## src/rtl/evctr_pkg.sv

```systemverilog
package evctr_pkg;

    typedef enum logic [3:0] {
        RA_CTRL    = 4'd0,
        RA_INDEX   = 4'd1,
        RA_COND    = 4'd2,
        RA_CNT_LO  = 4'd3,
        RA_CNT_HI  = 4'd4,
        RA_SNAP_LO = 4'd5,
        RA_SNAP_HI = 4'd6,
        RA_THR_LO  = 4'd7,
        RA_THR_HI  = 4'd8,
        RA_IEN     = 4'd9,
        RA_IACT    = 4'd10
    } reg_addr_e;

    localparam int unsigned CTRL_RUN_BIT  = 0;
    localparam int unsigned CTRL_SNAP_BIT = 1;
    localparam int unsigned INDEX_W       = 5;
    localparam int unsigned COND_W        = 10;

    typedef struct packed {
        logic       user_only;
        logic       kern_only;
        logic [7:0] code;
    } cond_cfg_t;

endpackage

```

## src/rtl/evctr_event_gate.sv

```systemverilog
module evctr_event_gate
    import evctr_pkg::*;
#(
    parameter int unsigned NUM_COND = 6
) (
    input  cond_cfg_t           cfg,
    input  logic [NUM_COND-1:0] ev_in,
    input  logic                priv_kern,
    input  logic                run,
    output logic                fire
);

    logic ev_pick;
    logic mode_ok;

    always_comb begin
        ev_pick = 1'b0;
        for (int c = 0; c < NUM_COND; c++) begin
            if (cfg.code == 8'(c + 1)) ev_pick = ev_in[c];
        end
        if (cfg.kern_only == cfg.user_only) mode_ok = 1'b1;
        else if (cfg.kern_only)             mode_ok = priv_kern;
        else                                mode_ok = ~priv_kern;
        fire = run & ev_pick & mode_ok;
    end

endmodule

```

## src/rtl/evctr_slot.sv

```systemverilog
module evctr_slot
    import evctr_pkg::*;
#(
    parameter int unsigned CW       = 48,
    parameter int unsigned NUM_COND = 6
) (
    input  logic                clk,
    input  logic                rst_n,
    input  logic                run,
    input  logic [NUM_COND-1:0] ev_in,
    input  logic                priv_kern,
    input  logic                we_cond,
    input  logic                we_cnt_lo,
    input  logic                we_cnt_hi,
    input  logic                we_thr_lo,
    input  logic                we_thr_hi,
    input  logic                take_snap,
    input  logic [31:0]         wdata,
    input  logic                ien_we,
    input  logic                ien_wval,
    input  logic                iact_clr,
    output cond_cfg_t           cfg_q,
    output logic [CW-1:0]       cnt_q,
    output logic [CW-1:0]       thr_q,
    output logic [CW-1:0]       snap_q,
    output logic                ien_q,
    output logic                iact_q
);

    localparam int unsigned HW = CW - 32;

    logic          fire;
    logic          cnt_wr;
    logic          hit;
    logic [CW-1:0] cnt_inc;
    logic [CW-1:0] cnt_d;
    logic [CW-1:0] thr_d;

    evctr_event_gate #(.NUM_COND(NUM_COND)) u_gate (
        .cfg       (cfg_q),
        .ev_in     (ev_in),
        .priv_kern (priv_kern),
        .run       (run),
        .fire      (fire)
    );

    always_comb begin
        cnt_inc = cnt_q + CW'(1);
        cnt_wr  = we_cnt_lo | we_cnt_hi;
        cnt_d   = cnt_q;
        if (we_cnt_lo)      cnt_d[31:0]    = wdata;
        else if (we_cnt_hi) cnt_d[CW-1:32] = wdata[HW-1:0];
        else if (fire)      cnt_d          = cnt_inc;
        thr_d = thr_q;
        if (we_thr_lo)      thr_d[31:0]    = wdata;
        else if (we_thr_hi) thr_d[CW-1:32] = wdata[HW-1:0];
        hit = fire & ~cnt_wr & ien_q & (cnt_inc == thr_q);
    end

    always_ff @(posedge clk) begin
        if (!rst_n) begin
            cfg_q  <= '0;
            cnt_q  <= '0;
            thr_q  <= '0;
            snap_q <= '0;
            ien_q  <= 1'b0;
            iact_q <= 1'b0;
        end else begin
            cnt_q <= cnt_d;
            thr_q <= thr_d;
            if (we_cond)   cfg_q  <= cond_cfg_t'(wdata[COND_W-1:0]);
            if (take_snap) snap_q <= cnt_q;
            if (iact_clr)    ien_q <= 1'b0;
            else if (ien_we) ien_q <= ien_wval;
            iact_q <= hit | (iact_q & ~iact_clr);
        end
    end

endmodule

```

## src/rtl/evctr_bank.sv

```systemverilog
module evctr_bank
    import evctr_pkg::*;
#(
    parameter int unsigned NUM_CTR  = 4,
    parameter int unsigned NUM_COND = 6,
    parameter int unsigned CTR_EXT  = 1
) (
    input  logic                clk,
    input  logic                rst_n,
    input  logic [NUM_COND-1:0] ev_in,
    input  logic                priv_kern,
    input  logic                bus_wr,
    input  logic [3:0]          bus_addr,
    input  logic [31:0]         bus_wdata,
    output logic [31:0]         bus_rdata,
    output logic                irq
);

    localparam int unsigned CW   = 32 + 16 * CTR_EXT;
    localparam int unsigned IDXW = (NUM_CTR > 1) ? $clog2(NUM_CTR) : 1;

    reg_addr_e                   ra;
    logic                        run_q;
    logic [INDEX_W-1:0]          sel_q;
    logic                        sel_ok;
    logic [IDXW-1:0]             sel_idx;
    logic                        wr_ctrl, wr_index, wr_cond, wr_cnt_lo, wr_cnt_hi;
    logic                        wr_thr_lo, wr_thr_hi, wr_ien, wr_iact;
    cond_cfg_t [NUM_CTR-1:0]     cfg_a;
    logic [NUM_CTR-1:0][CW-1:0]  cnt_a;
    logic [NUM_CTR-1:0][CW-1:0]  thr_a;
    logic [NUM_CTR-1:0][CW-1:0]  snap_a;
    logic [NUM_CTR-1:0]          ien_v;
    logic [NUM_CTR-1:0]          iact_v;
    cond_cfg_t                   cfg_sel;
    logic [CW-1:0]               cnt_sel, thr_sel, snap_sel;

    assign ra        = reg_addr_e'(bus_addr);
    assign wr_ctrl   = bus_wr && (ra == RA_CTRL);
    assign wr_index  = bus_wr && (ra == RA_INDEX);
    assign wr_cond   = bus_wr && (ra == RA_COND);
    assign wr_cnt_lo = bus_wr && (ra == RA_CNT_LO);
    assign wr_cnt_hi = bus_wr && (ra == RA_CNT_HI);
    assign wr_thr_lo = bus_wr && (ra == RA_THR_LO);
    assign wr_thr_hi = bus_wr && (ra == RA_THR_HI);
    assign wr_ien    = bus_wr && (ra == RA_IEN);
    assign wr_iact   = bus_wr && (ra == RA_IACT);

    assign sel_ok  = (32'(sel_q) < NUM_CTR);
    assign sel_idx = sel_q[IDXW-1:0];

    always_ff @(posedge clk) begin
        if (!rst_n) begin
            run_q <= 1'b0;
            sel_q <= '0;
        end else begin
            if (wr_ctrl)  run_q <= bus_wdata[CTRL_RUN_BIT];
            if (wr_index) sel_q <= bus_wdata[INDEX_W-1:0];
        end
    end

    for (genvar i = 0; i < NUM_CTR; i++) begin : g_slot
        logic own;
        assign own = sel_ok && (sel_q == INDEX_W'(i));

        evctr_slot #(.CW(CW), .NUM_COND(NUM_COND)) u_slot (
            .clk       (clk),
            .rst_n     (rst_n),
            .run       (run_q),
            .ev_in     (ev_in),
            .priv_kern (priv_kern),
            .we_cond   (wr_cond & own),
            .we_cnt_lo (wr_cnt_lo & own),
            .we_cnt_hi (wr_cnt_hi & own),
            .we_thr_lo (wr_thr_lo & own),
            .we_thr_hi (wr_thr_hi & own),
            .take_snap (wr_ctrl & bus_wdata[CTRL_SNAP_BIT] & own),
            .wdata     (bus_wdata),
            .ien_we    (wr_ien),
            .ien_wval  (bus_wdata[i]),
            .iact_clr  (wr_iact & bus_wdata[i]),
            .cfg_q     (cfg_a[i]),
            .cnt_q     (cnt_a[i]),
            .thr_q     (thr_a[i]),
            .snap_q    (snap_a[i]),
            .ien_q     (ien_v[i]),
            .iact_q    (iact_v[i])
        );
    end

    assign irq = |(iact_v & ien_v);

    always_comb begin
        cfg_sel  = sel_ok ? cfg_a[sel_idx]  : '0;
        cnt_sel  = sel_ok ? cnt_a[sel_idx]  : '0;
        thr_sel  = sel_ok ? thr_a[sel_idx]  : '0;
        snap_sel = sel_ok ? snap_a[sel_idx] : '0;
        case (ra)
            RA_CTRL:    bus_rdata = 32'(run_q);
            RA_INDEX:   bus_rdata = 32'(sel_q);
            RA_COND:    bus_rdata = 32'(cfg_sel);
            RA_CNT_LO:  bus_rdata = cnt_sel[31:0];
            RA_CNT_HI:  bus_rdata = 32'(cnt_sel[CW-1:32]);
            RA_SNAP_LO: bus_rdata = snap_sel[31:0];
            RA_SNAP_HI: bus_rdata = 32'(snap_sel[CW-1:32]);
            RA_THR_LO:  bus_rdata = thr_sel[31:0];
            RA_THR_HI:  bus_rdata = 32'(thr_sel[CW-1:32]);
            RA_IEN:     bus_rdata = 32'(ien_v);
            RA_IACT:    bus_rdata = 32'(iact_v);
            default:    bus_rdata = '0;
        endcase
    end

endmodule

```

## config.mk

```make
export PLATFORM = sky130hd
export DESIGN_NAME = evctr_bank
export DESIGN_NICKNAME = d
export VERILOG_FILES = /design/src/rtl/evctr_pkg.sv /design/src/rtl/evctr_event_gate.sv /design/src/rtl/evctr_slot.sv /design/src/rtl/evctr_bank.sv
export SDC_FILE = /design/constraint.sdc
export NUM_CORES = 2
export LEC_CHECK = 0
export BUFFER_PORTS_ARGS = -buffer_cell sky130_fd_sc_hd__buf_4
export CAP_MARGIN = 20
export CORE_ASPECT_RATIO = 1.4
export CORE_MARGIN = 1.5
export CORE_UTILIZATION = 30
export DETAILED_ROUTE_END_ITERATION = 10
export PLACE_DENSITY = 0.52
export SETUP_SLACK_MARGIN = 0.2
export SLEW_MARGIN = 20
export SYNTH_ARGS = -nofsm -noshare
export SYNTH_HDL_FRONTEND = slang
export SYNTH_SLANG_ARGS = --single-unit
```

## constraint.sdc

```tcl
create_clock -name clk -period 5.91 [get_ports clk]
set_input_delay 1.773 -clock clk [delete_from_list [all_inputs] [get_ports clk]]
set_output_delay 1.773 -clock clk [all_outputs]
set_load 0.03 [all_outputs]
```

== Yosys cells after proc, flatten, opt, wreduce, memory -nomap -nowiden ==
Index checks and enable logic that the tools add are counted.

* Add/subtract/negate cells: 4
* Order comparisons: 2
* Equal/unequal tests: 49
* Muxes and demuxes: 61
* Bitwise gates (word level): 80
* Reductions and logical operators: 40

{| class="wikitable"
|+ Operators with widths
! operator !! count
|-
| $mux 48 || 10
|-
| $pmux 32 s11 || 1
|-
| $bmux 48 s2 || 3
|-
| $mux 32 || 8
|-
| $add 48x1->48 const B || 4
|-
| $eq 48x48->1 || 4
|-
| $eq 8x3->1 const B || 12
|-
| $eq 8x2->1 const B || 8
|-
| $mux 16 || 4
|-
| $and 1x1->1 || 53
|-
| $eq 8x1->1 const B || 4
|-
| $mux 1 || 32
|-
| $reduce_and 2->1 || 12
|-
| $bmux 10 s2 || 1
|-
| $mux 10 || 2
|-
| $not 1->1 || 18
|-
| $eq 4x3->1 const B || 4
|-
| $reduce_bool 2->1 || 8
|-
| $logic_and 1x1->1 || 13
|-
| $eq 4x4->1 const B || 3
|-
| $eq 5x2->1 const B || 2
|-
| $eq 4x2->1 const B || 2
|-
| $ne 2x1->1 const B || 4
|-
| $or 1x1->1 || 8
|-
| other kinds (10) || 16
|}

* Bits in registers: 630
* Input bits: 46
* Output and inout bits: 33
* Word-level logic and storage cells: 278

== Logic depth before layout (Yosys ltp) ==
* Depth in word-level cells: 13
* Depth in mapped cells: 12
* Mapped depth without buffers: 9

== Cells and area by module ==
Synthesis repeated with hierarchy kept, for this count alone.

* Cell total of the unflattened synthesis: 4,630
* Area total of the unflattened synthesis: 41,095.7 um2

{| class="wikitable"
|+ By module, submodules not included
! module !! instances !! cells each !! area each (um2) !! sequential area each (um2)
|-
| evctr_slot at g_slot[1].u_slot ... || 3 || 1,037 || 8,892.3 || 3,123.0
|-
| evctr_slot at g_slot[0].u_slot || 1 || 1,017 || 8,592.0 || 3,123.0
|-
| evctr_bank || 1 || 438 || 5,406.4 || 120.1
|-
| evctr_event_gate || 4 || 16 || 105.1 || 0.0
|}

== Least setup slack after synthesis ==
Ideal clock, no wire load.

* Path type: in2out
* Start: input port bus_addr[3]
* End: output port bus_rdata[6]
* Arrival time: 4,138 ps
* Data required time: 4,137 ps
* Path slack: -1 ps
* Stages on the path: 8
* Path buffers: 2
* Path through: clkbuf_1 inv_1 nor4_1 clkbuf_1 o221ai_1 nor2_1 a211oi_1 a31oi_1

* Longest elaborated chain between the ends: 2
* Elaborated cells on any way between the ends: 12
* Those cells by class: 10 x eq/ne; 1 x mux; 1 x reduce/logical

{| class="wikitable"
|+ RTL lines
! element !! line !! RTL
|-
| start: declaration || evctr_bank.sv:13 || <nowiki>input logic [3:0] bus_addr,</nowiki>
|-
| $eq 4x4->1 (tied with other cells) || evctr_bank.sv:98 || <nowiki>case (ra)</nowiki>
|-
| $pmux 32 s11 * || evctr_bank.sv:98 ||
|-
| end: declaration || evctr_bank.sv:15 || <nowiki>output logic [31:0] bus_rdata,</nowiki>
|}

Every way passes the cells marked *; elsewhere a longest branch is shown, timed or not.

== Worst setup path in the final report ==
* Start: register sel_q[1]
* End: output port bus_rdata[9]

* Longest elaborated chain between the ends: 4
* Elaborated cells on any way between the ends: 14
* Those cells by class: 1 x order compare; 13 x mux

{| class="wikitable"
|+ RTL lines
! element !! line !! RTL
|-
| start: declaration || evctr_bank.sv:24 || <nowiki>logic [INDEX_W-1:0] sel_q;</nowiki>
|-
| start signal: assignment || evctr_bank.sv:58 || <nowiki>if (wr_index) sel_q <= bus_wdata[INDEX_W-1:0];</nowiki>
|-
| parallel branches: the longest is 3 deep, another holds $lt 5x3->1 || - ||
|-
| $pmux 32 s11 * || evctr_bank.sv:98 ||
|}

Every way passes the cells marked *. The select of a mux whose other input is x is not followed.

==> results.yml <==
run_status:
  status: "finished clean"
drt:
  drt_pass1_iterations: 6
  wl_per_cell_microns: 33.19
  drc: 0
  drt-initial-drc-count: 4739
  vias_per_cell: 6.024
  vias: 38690
  detail-route-antenna-nets: 0
  wirelength_microns: 213200
power_and_ir_drop:
  p_per_area_nw_per_um2: 230.8
  p_switching_mw: 2.464
  combPwrFrac_pct: 4.8
  power.internal_mw: 7.254
  p_leak_nw: 13.19
  seqPwrFrac_pct: 44.1
  switching_share_pct: 25.35
  clock_power_share_pct: 51.1
  vdd_drop_max_v: 0.0002114
finish:
  final_net_count: 4794
  nFillCells: 12940
  drive_above_1_share_pct: 11.56
  syn_to_final_growth_pct: 12.86
clock_network:
  clockRootBuffer: "clkbuf_16"
  htreeDepth: 3
  numCtsBuffers: 72
  cts_hold_buf: 0
  cts.repair.resized: 0
  insertion_delay_ns: 0.70
  path_clk_slew_ns: 0.06
  cts_buffer_depth: 3
  cts_tree: "built"
  cts_sinks: 630
global_route:
  grt_overflow: 0
  grt_pass1_vias: 36000
  grt_usage_pct: 33.03
  grt_use_met1_pct: 36.94
  grt_util_met3_pct: 5.634
  met2_usage_pct: 52.64
  top_usage_layer: "met2"
  grt_max_degree: 127
  grt_pass1_wl_microns: 292500
  antenna_found_initial: 14
timing:
  tightestPinTransition_ns: 1.319
  final_max_slew_viol_count: 0
  finalCriticalPeriod_ns: 5.581
  fin_tns_setup_ns: 0
  rsz0062_at_grt: "no"
  fin_ws_ns: 0.3293
  finClkSkew_ns: 0.03531
  max_slew_margin_pct: 12.08
  hold_violations: 0
  setup_viol: 0
  max_freq_mhz: 179.2
  min_period_over_period_pct: 94.43
yosys:
  synth_edf_count: 0
  syn_nets: 4963
  seq_area_frac_synth_pct: 33.80
  netlist_area_sq_um: 37320
  syn_area_per_cell_sq_um: 7.595
  ys_async_sr_fraction_pct: 0
  ys_types: 84
  ys_seq_elements: 630
  synth_cells: 4913
  yosys_most_used_dff: "dfxtp_1"
  ys_warn_count: 0
placed_design:
  preCtsSetupSlack_ns: 0.2040
  portBuffers: 78
  place_hpwl_microns: 155000
  gp_congestion: 1.029
die:
  dieArea_sq_um: 126500
  core_area_sq_um: 123000
  die_w_microns: 301.1
  fp.dieH_microns: 420.3
  rows: 152
  ios: 79
  initial_core_util_pct: 30.33
setup_path:
  r2r-end: "g_slot[0].u_slot.iact_q"
  crit_end: "bus_rdata[9]"
  rrSetupSlack_ns: 1.52
  critPathCaptureType: "primary output"
  startpoint_type: "register"
  worstPathMaxFanout: 17
  critPathLaunch: "sel_q[1]"
  criticalPathCategory: "register to primary output"
  reg2reg_from: "g_slot[0].u_slot.cnt_q[3]"
  reg2reg_depth: 8
  arrival_ns: 3.81
  worstPathRequired_ns: 4.14
min_path:
  holdCritPathClass: "register to register"
  whs_path_depth: 2
job:
  max_cap_violations: 0
layout make-up:
class | instances | area (sq um) | share of cell area [%]
multi-input combinational | 3760 | 22750 | 54.01
timing repair buffer | 247 | 2042 | 4.849
inverter | 33 | 131.4 | 0.3120
antenna | 3 | 7.507 | 0.01783
clock buffer | 108 | 2245 | 5.330
sequential | 630 | 12620 | 29.97
clock inverter | 24 | 297.8 | 0.7071
tap | 1617 | 2023 | 4.804
through the flow:
step                      hold slack [ns]  power [mW]  area (sq um)  utilization [%]  std cells
after floorplan                    0.4331       4.585         37320                -       4913
after global placement             0.4388       4.824         39500            32.10       6281
after detailed placement           0.4433       4.823         39500            32.10       6281
after CTS                          0.4515       9.726         42060            34.19       6416
after global routing               0.4666       9.911         42110            34.22       6419
final                              0.4518       9.718         42110            34.22       6422
logic make-up after synthesis:
kind of cell	share of synthesized area, %
compound gates	17.61
xor+xnor	9.576
fa+ha+maj	0.1610
buf+inv	5.858
flops	33.80
mux	7.367
simple gates	25.63
worst min path at each step:
stage                                 from  slack (ns)                     endpoint
2_1_floorplan   g_slot[1].u_slot.snap_q[0]        0.43   g_slot[1].u_slot.snap_q[0]
3_3_place_gp   g_slot[0].u_slot.snap_q[46]        0.44  g_slot[0].u_slot.snap_q[46]
3_5_place_dp   g_slot[1].u_slot.snap_q[14]        0.44  g_slot[1].u_slot.snap_q[14]
4_1_cts        g_slot[1].u_slot.snap_q[14]        0.45  g_slot[1].u_slot.snap_q[14]
5_1_grt        g_slot[3].u_slot.snap_q[16]        0.47  g_slot[3].u_slot.snap_q[16]
6_report       g_slot[3].u_slot.snap_q[21]        0.45  g_slot[3].u_slot.snap_q[21]
registers in the layout, indices dropped and copies added, names as in the netlist:
signal	cells
g_slot.u_slot.cfg_q	40
g_slot.u_slot.iact_q	4
sel_q	5
g_slot.u_slot.snap_q	192
g_slot.u_slot.cnt_q	192
run_q	1
g_slot.u_slot.ien_q	4
g_slot.u_slot.thr_q	192
worst max-delay path, cell delays in order (launching register included):
cell	delay (ns)
dfxtp_4	0.42
nand2b_2	0.44
buf_4	0.36
o22ai_1	1.04
nor3_1	0.11
a211oi_1	0.27
a31oi_1	0.21
buf_4	0.23
power by group through the flow:
stage / Clock [mW] / Sequential (mW) / Combinational [mW]
floorplan: 0 / 4.36 / 0.227
global placement: 0 / 4.38 / 0.445
detailed placement: 0 / 4.38 / 0.443
CTS: 5.00 / 4.28 / 0.445
global route: 5.16 / 4.28 / 0.465
finish: 4.97 / 4.28 / 0.463
synthesized netlist by cell type (all sizes together) (16+ instances only):
cell type | count | area share [%]
and3 | 42 | 0.70
a22oi | 54 | 1.1
nand2b | 16 | 0.27
nand3 | 121 | 1.6
nor4 | 60 | 1.0
nor3 | 112 | 1.6
a211oi | 129 | 2.6
nor2 | 364 | 3.7
clkbuf | 398 | 4.1
xor2 | 147 | 3.5
or4 | 22 | 0.46
and2 | 30 | 0.50
and4 | 30 | 0.70
mux2i | 26 | 0.70
xnor2 | 261 | 6.1
nand2 | 1103 | 11
buf | 92 | 1.4
o221ai | 24 | 0.56
inv | 33 | 0.33
o31ai | 26 | 0.52
a21oi | 565 | 7.6
o22ai | 90 | 1.5
or3 | 23 | 0.39
o21ai | 89 | 1.2
or2 | 18 | 0.30
nor2b | 19 | 0.32
dfxtp | 630 | 34
mux4 | 110 | 6.6
a31oi | 23 | 0.39
nand4 | 118 | 2.1
metal layers:
metal	vias to the layer above	wire (microns)	part of all wire (%)
met5	-	96	0.045
met4	14	25540	12
met3	734	16250	7.6
met2	2171	95510	45
met1	18900	75770	36
li1	16870	-	-
cells in the final DEF (no fill, tap or decap), types with 22 or more instances in the layout:
cell,Yosys,final
mux2i_1,26,26
nand4_1,115,115
a211oi_1,129,129
and2_1,28,28
o221ai_1,24,24
a22oi_1,54,54
o21ai_0,86,84
a31oi_1,23,23
nor3_1,108,107
buf_4,11,232
mux4_2,110,110
nand3_1,119,117
nand2_1,1103,1098
nor4_1,59,56
xnor2_1,261,261
o22ai_1,90,90
and4_1,30,30
xor2_1,147,147
or3_1,22,22
dfxtp_1,630,628
a21oi_1,565,565
nor2_1,364,347
clkbuf_16,1,78
o31ai_1,26,26
and3_1,42,42
inv_1,33,32
repair_timing:
item | 4_1_cts | 5_1_grt
setup endpoints to repair | 1 | 1
buffers inserted | 3 | 3
pin swaps | 1 | 1
Note: power is estimated with default switching activity, not from simulation.
